## src/rtl/scl_div_pkg.sv

```systemverilog
package scl_div_pkg;
  localparam int CODE_W = 6;
  localparam int IDX_W  = 3;
  localparam int CNT_W  = 11;

  typedef enum logic [1:0] {PH_IDLE, PH_LOW, PH_HIGH} phase_t;

  // tap count per tap index
  function automatic logic [3:0] tap_count(input logic [IDX_W-1:0] t);
    case (t)
      3'd0: tap_count = 4'd9;
      3'd1: tap_count = 4'd10;
      3'd2: tap_count = 4'd12;
      3'd3: tap_count = 4'd15;
      3'd4: tap_count = 4'd5;
      3'd5: tap_count = 4'd6;
      3'd6: tap_count = 4'd7;
      default: tap_count = 4'd8;
    endcase
  endfunction

  // clocks from SCL edge to first tap, per scale index
  function automatic logic [6:0] lead_len(input logic [IDX_W-1:0] s);
    case (s)
      3'd0, 3'd1: lead_len = 7'd4;
      3'd2, 3'd3: lead_len = 7'd6;
      3'd4: lead_len = 7'd14;
      3'd5: lead_len = 7'd30;
      3'd6: lead_len = 7'd62;
      default: lead_len = 7'd126;
    endcase
  endfunction
endpackage

```

## src/rtl/scl_code_decode.sv

```systemverilog
module scl_code_decode
  import scl_div_pkg::*;
#(
  parameter int CW = CNT_W
) (
  input  logic [CODE_W-1:0] code,
  output logic [CW-1:0]     half_clks,
  output logic [CW-1:0]     lead_clks
);
  logic [IDX_W-1:0] tap_idx;
  logic [IDX_W-1:0] scale_idx;
  logic [3:0]       taps_m1;
  logic [CW-1:0]    spread;

  // tap index split across code bits 5 and 1:0; scale index in 4:2
  assign tap_idx   = {code[5], code[1:0]};
  assign scale_idx = code[4:2];

  always_comb begin
    taps_m1   = tap_count(tap_idx) - 4'd1;
    // spacing is a power of two, so the product is a shift
    spread    = CW'(taps_m1) << scale_idx;
    lead_clks = CW'(lead_len(scale_idx));
    half_clks = lead_clks + spread + CW'(2);
  end
endmodule

```

## src/rtl/scl_phase_fsm.sv

```systemverilog
module scl_phase_fsm
  import scl_div_pkg::*;
#(
  parameter int CW = CNT_W
) (
  input  logic          clk,
  input  logic          rst_n,
  input  logic          start,
  input  logic [CW-1:0] half_in,
  input  logic [CW-1:0] lead_in,
  input  logic          scl_in,
  output logic          idle,
  output logic          scl_low,
  output logic          fall_tick,
  output logic          rise_tick,
  output logic          sample,
  output logic          done
);
  phase_t        phase;
  logic [CW-1:0] low_left;
  logic [CW-1:0] high_seen;
  logic [CW-1:0] half_q;
  logic [CW-1:0] lead_q;

  always_ff @(posedge clk or negedge rst_n) begin
    if (!rst_n) begin
      phase     <= PH_IDLE;
      low_left  <= '0;
      high_seen <= '0;
      half_q    <= '0;
      lead_q    <= '0;
      fall_tick <= 1'b0;
      rise_tick <= 1'b0;
      sample    <= 1'b0;
      done      <= 1'b0;
    end else begin
      fall_tick <= 1'b0;
      rise_tick <= 1'b0;
      sample    <= 1'b0;
      done      <= 1'b0;
      case (phase)
        PH_IDLE: begin
          if (start) begin
            half_q    <= half_in;
            lead_q    <= lead_in;
            low_left  <= half_in - CW'(1);
            phase     <= PH_LOW;
            fall_tick <= 1'b1;
          end
        end
        PH_LOW: begin
          if (low_left == '0) begin
            phase     <= PH_HIGH;
            high_seen <= '0;
            rise_tick <= 1'b1;
          end else begin
            low_left <= low_left - CW'(1);
          end
        end
        PH_HIGH: begin
          // count only while the line is really high (stretch hold)
          if (scl_in) begin
            if (high_seen == half_q - CW'(1)) begin
              phase <= PH_IDLE;
              done  <= 1'b1;
            end else begin
              high_seen <= high_seen + CW'(1);
            end
            if (high_seen == lead_q - CW'(1)) sample <= 1'b1;
          end
        end
        default: phase <= PH_IDLE;
      endcase
    end
  end

  assign idle    = (phase == PH_IDLE);
  assign scl_low = (phase == PH_LOW);

  // low-phase counter never exceeds the captured half period
  a_r4_low_bound: assert property (@(posedge clk) disable iff (!rst_n)
    (phase == PH_LOW) |-> (low_left < half_q));

  // sensed-low SCL in the high phase freezes the high count
  a_r8_stretch_hold: assert property (@(posedge clk) disable iff (!rst_n)
    (phase == PH_HIGH && !scl_in) |=> (phase == PH_HIGH && $stable(high_seen)));

  // captured timing is frozen while a bit is in progress
  a_r9_timing_frozen: assert property (@(posedge clk) disable iff (!rst_n)
    (phase != PH_IDLE) |=> (phase == PH_IDLE || ($stable(half_q) && $stable(lead_q))));

  // sample strobe only lands in the high phase
  a_r7_sample_high: assert property (@(posedge clk) disable iff (!rst_n)
    sample |-> (phase == PH_HIGH));
endmodule

```

## src/rtl/scl_tap_clkgen.sv

```systemverilog
module scl_tap_clkgen
  import scl_div_pkg::*;
(
  input  logic              clk,
  input  logic              rst_n,
  input  logic [CODE_W-1:0] div_code,
  input  logic              bit_req_valid,
  output logic              bit_req_ready,
  input  logic              scl_in,
  output logic              scl_drive_low,
  output logic              scl_fall_tick,
  output logic              scl_rise_tick,
  output logic              sda_sample,
  output logic              bit_done
);
  logic [CNT_W-1:0] half_w;
  logic [CNT_W-1:0] lead_w;
  logic             idle_w;
  logic             start_w;

  scl_code_decode #(.CW(CNT_W)) u_dec (
    .code      (div_code),
    .half_clks (half_w),
    .lead_clks (lead_w)
  );

  assign start_w = bit_req_valid && idle_w;

  scl_phase_fsm #(.CW(CNT_W)) u_fsm (
    .clk       (clk),
    .rst_n     (rst_n),
    .start     (start_w),
    .half_in   (half_w),
    .lead_in   (lead_w),
    .scl_in    (scl_in),
    .idle      (idle_w),
    .scl_low   (scl_drive_low),
    .fall_tick (scl_fall_tick),
    .rise_tick (scl_rise_tick),
    .sample    (sda_sample),
    .done      (bit_done)
  );

  assign bit_req_ready = idle_w;

  // ready never coexists with a driven-low SCL
  a_r5_ready_idle: assert property (@(posedge clk) disable iff (!rst_n)
    bit_req_ready |-> !scl_drive_low);

  // tick and strobe pulses never overlap
  a_r6_pulses_apart: assert property (@(posedge clk) disable iff (!rst_n)
    $onehot0({scl_fall_tick, scl_rise_tick, sda_sample, bit_done}));

  // completion coincides with ready returning
  a_r10_done_ready: assert property (@(posedge clk) disable iff (!rst_n)
    bit_done |-> bit_req_ready);

  // a rise tick follows the last driven-low cycle
  a_r6_rise_after_low: assert property (@(posedge clk) disable iff (!rst_n)
    scl_rise_tick |-> ($past(scl_drive_low) && !scl_drive_low));
endmodule

```

## config.mk

```make
export PLATFORM = sky130hd
export DESIGN_NAME = scl_tap_clkgen
export DESIGN_NICKNAME = d
export VERILOG_FILES = /design/src/rtl/scl_div_pkg.sv /design/src/rtl/scl_code_decode.sv /design/src/rtl/scl_phase_fsm.sv /design/src/rtl/scl_tap_clkgen.sv
export SDC_FILE = /design/constraint.sdc
export NUM_CORES = 1
export LEC_CHECK = 0
export BUFFER_PORTS_ARGS = -buffer_cell sky130_fd_sc_hd__buf_4
export CORE_AREA = 10 10 78 107
export CTS_BUF_LIST = sky130_fd_sc_hd__clkbuf_8
export DETAILED_ROUTE_END_ITERATION = 10
export DIE_AREA = 0 0 88 117
export PLACE_DENSITY = 0.71
export SETUP_SLACK_MARGIN = 0.15
export SYNTH_ARGS = -nofsm -noshare
export SYNTH_HDL_FRONTEND = slang
export SYNTH_SLANG_ARGS = --single-unit
```

## constraint.sdc

```tcl
create_clock -name clk -period 5.4 [get_ports clk]
set_input_delay 0.54 -clock clk [delete_from_list [all_inputs] [get_ports clk]]
set_output_delay 0.54 -clock clk [all_outputs]
set_load 0.02 [all_outputs]
```

======== Word level (Yosys, flattened, before mapping) ========
Cells that the tools add are included.
word-level totals
  input bits .............................. 10
  output and inout bits ................... 6
  register bits after elaboration ......... 46
  word-level logic and storage cells ...... 77
cells by class
  reductions and logical operators ........ 13
  equal/unequal tests ..................... 22
  mux-type cells .......................... 24
  add/subtract/negate cells ............... 8
  shifts and indexed selects .............. 1
operators with widths
  cell                                                                     count
  11-bit 2-to-1 mux                                                        5
  11-bit one-hot mux with 2 select lines                                   2
  7-bit one-hot mux with 5 select lines                                    1
  11-bit by 1-bit subtractor with 11-bit output, second input constant     3
  4-bit one-hot mux with 7 select lines                                    1
  11-bit == test                                                           2
  3-bit == test, second input constant                                     6
  3-bit by 2-bit == test with 1-bit output, second input constant          4
  11-bit by 1-bit adder with 11-bit output, second input constant          1
  11-bit by 2-bit adder with 11-bit output, second input constant          1
  7-bit by 11-bit adder with 11-bit output                                 1
  11-bit zero test                                                         1
  4-bit by 3-bit left shift with 11-bit output                             1
  1-bit 2-to-1 mux                                                         10
  2-bit 2-to-1 mux                                                         4
  4-bit AND reduction                                                      2
  7-bit by 1-bit subtractor with 8-bit output, second input constant       1
  3-bit by 1-bit == test with 1-bit output, second input constant          2
  3-bit zero test                                                          2
  2-bit by 1-bit inequality test with 1-bit output, second input constant  3
  2-bit inequality test, second input constant                             3
  2-bit one-hot mux with 3 select lines                                    1
  2-bit nonzero test                                                       2
  2-bit OR reduction                                                       2
  other kinds (7)                                                          7

======== Depth between registers and ports, before layout ========
Gate-level depths: netlist of the first run.
  depth after elaboration ................. 9
  depth in mapped cells ................... 17
  gate-level depth less buffers ........... 16

======== By module ========
A second synthesis of the first run with hierarchy kept.
unflattened totals
  cell total of the unflattened synthesis .. 496
  area, all modules ....................... 4040.1 µm²
by module, submodules not included
  module           area an instance (µm²)  instances  cells an instance  seq. area each (µm²)
  scl_phase_fsm    3294.4                  1          390                1251.2
  scl_code_decode  739.5                   1          105                0.0
  scl_tap_clkgen   6.3                     1          1                  0.0

======== Least setup slack after synthesis of the first run ========
OpenSTA, ideal clock, no wires.
  kind .................................... input -> register
  start ................................... in div_code[2]
  end ..................................... reg u_fsm.low_left[10]
  stages .................................. 16
  data arrival time ....................... 3.966 ns
  library setup time ...................... 0.137 ns
  setup slack ............................. 1.296 ns
  required time ........................... 5.263 ns
  cells stage by stage .................... clkbuf_1 inv_1 nor3b_1 o21ai_0 o21ai_0 a21oi_1 nor2_1 ha_1 fa_1 or3_1 a21boi_1 nand2_1 or4_1 nor3b_1 xor2_1 o211ai_1
between the ends
  cells in the longest elaborated chain, start to end .. 8
  elaborated cells between the ends (all ways) .. 16
  those cells by class .................... add/sub: 3; eq/ne: 6; shift: 1; mux: 3; reduce/logical: 3
ends and longest elaborated chain
  item                                                                    RTL line               RTL
  start: declaration                                                      scl_tap_clkgen.sv:6    input logic [CODE_W-1:0] div_code,
  3-bit by 2-bit == test with 1-bit output, or another cell as far along  scl_div_pkg.sv:24      case (s)
  2-bit OR reduction                                                      scl_div_pkg.sv:24
  7-bit one-hot mux with 5 select lines                                   scl_div_pkg.sv:24
  7-bit by 11-bit adder with 11-bit output *                              scl_code_decode.sv:24  half_clks = lead_clks + spread + CW'(2);
  11-bit by 2-bit adder with 11-bit output *                              scl_code_decode.sv:24
  net half_w[3]                                                           scl_tap_clkgen.sv:16   logic [CNT_W-1:0] half_w;
  11-bit by 1-bit subtractor with 11-bit output *                         scl_phase_fsm.sv:46    low_left <= half_in - CW'(1);
  11-bit 2-to-1 mux *                                                     scl_phase_fsm.sv:43    if (start) begin
  11-bit one-hot mux with 2 select lines *                                scl_phase_fsm.sv:41    case (phase)
  end signal: assignment                                                  scl_phase_fsm.sv:46
  end signal: assignment                                                  scl_phase_fsm.sv:57    low_left <= low_left - CW'(1);
  end: declaration                                                        scl_phase_fsm.sv:20    logic [CW-1:0] low_left;
Mark *: on every way through the listed nets, which the timed path passes. The rest lies on a longest branch. The select of a mux whose other input is x is not followed.
A chain may end at the register's enable or synchronous reset.

======== Final worst setup path of the first run ========
  start ................................... in div_code[1]
  end ..................................... reg u_fsm.low_left[10]
between the ends
  cells in the longest elaborated chain, start to end .. 9
  elaborated cells between the ends (all ways) .. 15
  those cells by class .................... add/sub: 4; eq/ne: 6; shift: 1; mux: 3; reduce/logical: 1
ends and longest elaborated chain
  item                                             RTL line               RTL
  3-bit == test, or another cell as far along      scl_div_pkg.sv:10      case (t)
  4-bit one-hot mux with 7 select lines *          scl_div_pkg.sv:10
  4-bit by 1-bit subtractor with 4-bit output *    scl_code_decode.sv:20  taps_m1 = tap_count(tap_idx) - 4'd1;
  4-bit by 3-bit left shift with 11-bit output *   scl_code_decode.sv:22  spread = CW'(taps_m1) << scale_idx;
  7-bit by 11-bit adder with 11-bit output *       scl_code_decode.sv:24
  11-bit by 2-bit adder with 11-bit output *       scl_code_decode.sv:24
  net half_w[3]                                    scl_tap_clkgen.sv:16
  11-bit by 1-bit subtractor with 11-bit output *  scl_phase_fsm.sv:46
  11-bit 2-to-1 mux *                              scl_phase_fsm.sv:43
  11-bit one-hot mux with 2 select lines *         scl_phase_fsm.sv:41
Marked as above.

==> results of run 1 <==
-- cell type report --
| cell class | count | area, µm² |
|---|---|---|
| fill | 601 | 2770 |
| multi-input combinational | 341 | 2140 |
| sequential | 45 | 1130 |
| timing repair buffer | 16 | 120 |
| tap | 74 | 92.6 |
| clock buffer | 6 | 82.6 |
| inverter | 22 | 82.6 |
| clock inverter | 2 | 17.5 |
-- state kept, by name (all words and copies together) (netlist names) --
register / flops
u_fsm.lead_q: 6
u_fsm.half_q: 11
u_fsm.fall_tick: 1
u_fsm.high_seen: 11
u_fsm.sample: 1
u_fsm.done: 1
u_fsm.low_left: 11
u_fsm.phase: 2
u_fsm.rise_tick: 1
-- per-stage QoR --
step	total power [mW]	worst slack (ns)	cells
4_1_cts	1.63	1.36	506
2_1_floorplan	1.22	1.30	428
3_3_place_gp	1.37	1.07	498
5_1_grt	1.77	1.02	506
3_5_place_dp	1.40	1.03	498
6_report	1.62	1.32	506
-- cells by family after synthesis --
logic type                 synth area share, %
AOI/OAI and AO/OA                         19.5
xor gates and xnor gates                  8.92
adders and majority gates                 6.04
buffers and inverters                     4.88
DFF                                       32.8
muxes                                     2.07
and+or+nand+nor                           25.8
-- placed cells by master (no fill, tap or decap), types with 3 or more instances in the layout --
| cell | count |
|---|---|
| nor2b_1 | 5 |
| a21oi_1 | 29 |
| clkbuf_8 | 6 |
| buf_4 | 16 |
| a211oi_1 | 7 |
| or4_1 | 7 |
| nand3_1 | 11 |
| ha_1 | 15 |
| o21ai_1 | 6 |
| nor3_1 | 8 |
| inv_1 | 20 |
| mux2i_1 | 6 |
| nand2_1 | 60 |
| o22ai_1 | 4 |
| nand4_1 | 4 |
| nand2b_1 | 6 |
| xor2_1 | 16 |
| a31oi_1 | 3 |
| o21ai_0 | 31 |
| o211ai_1 | 5 |
| o31ai_1 | 6 |
| dfrtp_1 | 45 |
| nor4_1 | 6 |
| a21o_1 | 3 |
| xnor2_1 | 19 |
| nor3b_1 | 3 |
| or3_1 | 10 |
| nor2_1 | 40 |
-- synth_stat cells, drive strengths merged, types with 4 or more instances --
master / instances / area [µm²]
o211ai: 5 / 37.5
dfrtp: 45 / 1130
nand2: 60 / 225
nand4: 4 / 25.0
o31ai: 6 / 45.0
ha: 15 / 188
xnor2: 19 / 166
inv: 22 / 82.6
xor2: 16 / 140
a21oi: 30 / 161
nor2b: 5 / 31.3
or4: 8 / 63.8
or3: 10 / 62.6
mux2i: 6 / 60.1
o21ai: 37 / 185
nand3: 11 / 55.1
o22ai: 4 / 25.0
nor2: 42 / 163
nor3: 9 / 56.3
nor4: 7 / 50.1
a211oi: 7 / 52.6
clkbuf: 17 / 63.8
nand2b: 6 / 37.5
-- worst paths after layout --
| check | startpoint | endpoint | slack [ns] | cells after the start |
|---|---|---|---|---|
| max | div_code[1] | u_fsm.low_left[10] | 1.32 | 16 |
| max in group asynchronous | rst_n | u_fsm.lead_q[6] | 4.78 | 1 |
| min in group clk | scl_in | u_fsm.done | 0.46 | 3 |
| min | rst_n | u_fsm.done | 0.22 | 1 |
| min reg2reg | u_fsm.lead_q[2] | u_fsm.lead_q[2] | 0.50 | 2 |
| max reg2reg | u_fsm.phase[1] | u_fsm.low_left[10] | 1.97 | 11 |
-- routing by layer --
metal | up-vias | global-route usage [%] | routed length (µm)
li1 | 1523 | - | -
met1 | 1412 | 19.6 | 3430
met2 | 40 | 27.5 | 4030
met3 | 15 | 1.80 | 147
met4 | 0 | 6.61 | 197
met5 | - | 0 | 0
-- worst max-delay path: stages --
cell and delay (ns):
buf_4 0.15, nor2b_1 0.15, nor2b_1 0.13, o21ai_0 0.18, o21ai_0 0.11, a21oi_1 0.16
nor2_1 0.06, ha_1 0.34, fa_1 0.57, or3_1 0.40, a21boi_1 0.28, nand2_1 0.15
or4_1 0.53, nor3b_1 0.25, xor2_1 0.16, o211ai_1 0.09
-- power by group --
part           total (mW)  internal (mW)  switching, mW
Clock               0.228          0.106          0.122
Sequential          0.621          0.457          0.164
Combinational       0.769          0.333          0.437
Total                1.62          0.896          0.723
==> summary.txt, run 1 <==
GRT
  – GR Overflow Total: 0
  – GRT Total Usage: 16.0%
  – Initial antenna violation count: 0
  – Vias in the first global route: ~2800
  – Global-route wire length before repair: 13300 µm
  – Pin count of the biggest net entering global routing: 46

Placed design
  – GP Congestion: ~0.9
  – PortBufs: 15
  – Dpl hpwl: ~6100 µm
  – Area after DPL: 3570 µm²

Min path
  – Worst hold path class: in -> async

Final layout
  – Final Cell Area: 3670 µm²
  – ANT cells: 0
  – Fin util: 56.9%
  – Share of layout cells above drive strength 1: around 9%
  – Synth-to-layout area growth: 6.62%
  – Final net count: 457

Timing
  – Sum of negative setup slack: 0 ns
  – Hold Slack: 0.220 ns
  – Final Cycle Share: 75.5%
  – Fmax: 245 MHz
  – RSZ-0062 raised after global routing: no
  – Rel. slew slack: 47.3%
  – Min Tclk post-route: 4.08 ns
  – Final Skew: 0.00939 ns
  – Fin. max-slew vios: 0
  – Final Hold Fails: 0
  – Setup violators final: 0
  – Slew @ Worst Pin: approximately 0.8 ns

Yosys
  – Sequential share of the synthesized area: 32.8%
  – Async set-reset flop share out of synthesis: 100%
  – Post-Synthesis Cells: 428
  – Synth Cell Area: roughly 3400 µm²
  – Flops & latches, synth: 45
  – Syn nets: approximately 450
  – Mean Syn Cell Area: 8.03 µm²
  – Yosys cell types: 54
  – Ys flop type: dfrtp_1
  – Post-synth EDFFs: 0
  – Synth warnings: 0

Status
  – Status: complete, no violations

CTS
  – Root buf cell: clkbuf_8
  – H-tree depth: 2
  – Worst skew pair latency: about 0.3 ns
  – Clock buffer depth: 2
  – Post-cts gate resize count: 0
  – CTS tree: yes
  – Hold_buf cts: 0
  – Post-CTS setup buffers: 0
  – Sink Count: 45
  – Number of buffers created by CTS: 5
  – Worst-path clk slew: 0.09 ns

Route
  – Vias per inst: 5.91
  – Drt drc: 0
  – DR iter-0 viols: 113
  – Final ANT Viol Nets: 0
  – Initial DRT Pass Iterations: 4
  – Vias: 2990
  – Final wirelength: 7810 µm
  – Avg WL per Cell: 15.4 µm

Floorplanning
  – Die area: around 10000 µm²
  – Die height: 117 µm
  – Initial core utilization: 53.4%
  – Die width: 88 µm
  – Core Box Area: 6440 µm²
  – Ports: 16
  – FP Rows: 35

Run
  – Max-capacitance violation count: 0

Setup path
  – Worst setup EP type: flip-flop
  – CP Launch Type: input port
  – Worst endpoint required time: 5.59 ns
  – WP data arrival: 4.27 ns
  – Crit Path Max Fanout: 13
  – CP Class: in -> reg

Pwr
  – Leakage: 1.58 nW
  – Power per Cell Area: roughly 440 nW/µm²
  – VDD IR max: roughly 260 µV
(Power assumes the default switching activity.)
==> run 2, diff against run 1 <==
--- a/config.mk
+++ b/config.mk
@@ -10,7 +10,7 @@
 export CTS_BUF_LIST = sky130_fd_sc_hd__clkbuf_8
 export DETAILED_ROUTE_END_ITERATION = 10
 export DIE_AREA = 0 0 88 117
-export PLACE_DENSITY = 0.71
+export PLACE_DENSITY = 0.74
 export SETUP_SLACK_MARGIN = 0.15
 export SYNTH_ARGS = -nofsm -noshare
 export SYNTH_HDL_FRONTEND = slang
==> constraint.sdc (replaced) <==
create_clock -name clk -period 3.6 [get_ports clk]
set_input_delay 0.36 -clock clk [delete_from_list [all_inputs] [get_ports clk]]
set_output_delay 0.36 -clock clk [all_outputs]
set_load 0.02 [all_outputs]
==> run 2 against run 1 <==
Wire length grew 10%. Sequential power grew 50%. Sequential share of layout area shrank 2.9 points. Critical path type unchanged.
==> summary.txt, run 2 (same netlist as run 1, synthesis figures left out) <==
Pwr
  – VDD IR max: 461 µV
  – Sequential group share of total power: 35.7%
  – Switching power: around 1.2 mW
  – Switching Share: 44.5%
  – Combinational share of power: 51.9%
  – Power per Cell Area: 644 nW/µm²
  – Clock power share: 12.4%
  – Cell internal pwr: 1.45 mW
  – Leakage: between 1.5 and 2 nW

Placed design
  – GP Congestion: 0.987
  – Placed Instances: 531
  – Dpl hpwl: 6650 µm
  – PortBufs: 15

CTS
  – Clock buffer depth: 2
  – Number of buffers created by CTS: 5
  – H-tree depth: 2
  – Root buf cell: clkbuf_8
  – Worst skew pair latency: around 0.30 ns
  – CTS tree: yes
  – Worst-path clk slew: 0.09 ns
  – Hold_buf cts: 0
  – Sink Count: 45

Route
  – DR iter-0 viols: 118
  – Vias: 3247
  – Vias per inst: between 5 and 6
  – Final ANT Viol Nets: 0
  – Drt drc: 0
  – Final wirelength: 8600 µm
  – Initial DRT Pass Iterations: 4
  – Avg WL per Cell: 15.9 µm

Floorplanning
  – Die height: 117 µm
  – Initial core utilization: 53.4%
  – Die area: ~10000 µm²
  – FP Rows: 35
  – Die width: 88 µm
  – Core Box Area: 6440 µm²
  – Ports: 16

GRT
  – Initial antenna violation count: 0
  – GR Overflow Total: 0
  – Vias in the first global route: ~3200
  – Global-route wire length before repair: around 15000 µm
  – GRT Total Usage: 17.4%
  – Pin count of the biggest net entering global routing: 46

Final layout
  – Synth-to-layout area growth: 17.8%
  – Share of layout cells above drive strength 1: 19.9%
  – Most common cell after layout, fill and taps aside: nand2_1
  – Final Instance Count excl. Fillers: approximately 540
  – Filler cells: 589
  – Top Registers: u_fsm.half_q (11), u_fsm.high_seen (11), u_fsm.low_left (11)
  – Most frequent cells in the layout: nand2_1 (60), buf_4 (51), dfrtp_1 (45)
  – Fin util: 62.9%
  – ANT cells: 0
  – Final net count: 493

Status
  – Status: complete, no violations

Setup path
  – Reg2Reg Depth: 10
  – Slack of the worst reg-to-reg path: 0.79 ns
  – R2R Path Start: u_fsm.half_q[0]
  – Worst setup EP type: flip-flop
  – Critical path cell sequence: buf_4 -> nor2b_4 -> nor2b_2 -> o21ai_1 -> o21ai_1 -> a21oi_2 -> nor2_1 -> ha_1 -> ha_1 -> a21o_1 -> a211oi_2 -> o31ai_1 -> or4_4 -> nor3b_2 -> xor2_1 -> o211ai_1
  – CP max stage delay: roughly 0.55 ns
  – WP data arrival: 3.44 ns
  – Worst endpoint required time: 3.77 ns
  – CP Launch Type: input port
  – Critical-path top delay cell: or4_4
  – FF-to-FF End: u_fsm.high_seen[10]
  – Crit Path Max Fanout: 3
  – CP Class: in -> reg

Timing
  – Slew @ Worst Pin: 0.567 ns
  – Final Skew: between 0.005 and 0.006 ns
  – Fmax: 306 MHz
  – Final Cycle Share: just over 90%
  – Final Hold Fails: 0
  – Setup violators final: 0
  – Min Tclk post-route: ~3.3 ns
  – RSZ-0062 raised after global routing: no
  – Rel. slew slack: 62.2%
  – Fin. max-slew vios: 0

Min path
  – Worst hold path class: in -> async

Run
  – Max-capacitance violation count: 0
-- run 2: area by class of cell --
class | instances | area (µm²) | share of cell area [%]
well taps | 74 | 92.6 | 2.29
clock buffers | 5 | 68.8 | 1.70
repair buffers | 52 | 403 | 9.95
flip-flops and latches | 45 | 1130 | 27.8
multi-input cells | 341 | 2250 | 55.5
clock inverters | 3 | 21.3 | 0.525
inverters | 22 | 90.1 | 2.22
-- run 2: worst max-delay path: cells and delay by family --
family,cells,cell delay [ns]
AO/OA/AOI/OAI,7,1.08
AND/OR/NAND/NOR,5,1.09
XOR/XNOR,1,0.16
buffers and inverters,1,0.12
adder cells (fa/ha/maj),2,0.65
-- run 2: power by group through the flow --
stage	combinational [mW]	clock [mW]	sequential [mW]
floorplan	1.00	0	0.846
global placement	1.27	0	0.927
detailed placement	1.31	0	0.936
CTS	1.32	0.332	0.927
global route	1.52	0.349	0.965
finish	1.35	0.324	0.930
-- run 2: worst max-delay path by stage --
stage / from / end / slack, ns / depth (start not counted)
3_5_place_dp: div_code[1] / u_fsm.low_left[9] / -0.13 / 18
3_3_place_gp: div_code[1] / u_fsm.low_left[10] / -0.05 / 14
6_report: div_code[1] / u_fsm.low_left[10] / 0.33 / 16
4_1_cts: div_code[1] / u_fsm.low_left[10] / 0.20 / 16
5_1_grt: div_code[5] / u_fsm.low_left[10] / 0.14 / 17
2_1_floorplan: div_code[3] / u_fsm.low_left[10] / 0.10 / 15
-- run 2: routing by layer --
layer | track usage, % | wire (µm) | vias to the layer above
met5 | 0 | 0 | -
met4 | 8.00 | 283 | 0
met3 | 2.63 | 292 | 31
met2 | 30.6 | 4470 | 77
met1 | 19.9 | 3550 | 1548
li1 | - | - | 1591
-- run 2: timing repair --
item | CTS | global route
setup buffers | 0 | 3
resized for setup | 0 | 18
setup endpoints to repair | 0 | 4
-- run 2: metrics by stage --
stage	worst slack [ns]	hold WS (ns)	cell area, µm²	total power [mW]	TNS, ns
3_3_place_gp	-0.0489	0.392	3860	2.20	-0.0489
3_5_place_dp	-0.125	0.392	3860	2.25	-0.240
2_1_floorplan	0.103	0.0644	3490	1.85	0
6_report	0.334	0.0384	4050	2.61	0
4_1_cts	0.197	0.0601	3950	2.58	0
5_1_grt	0.144	0.0811	4050	2.83	0
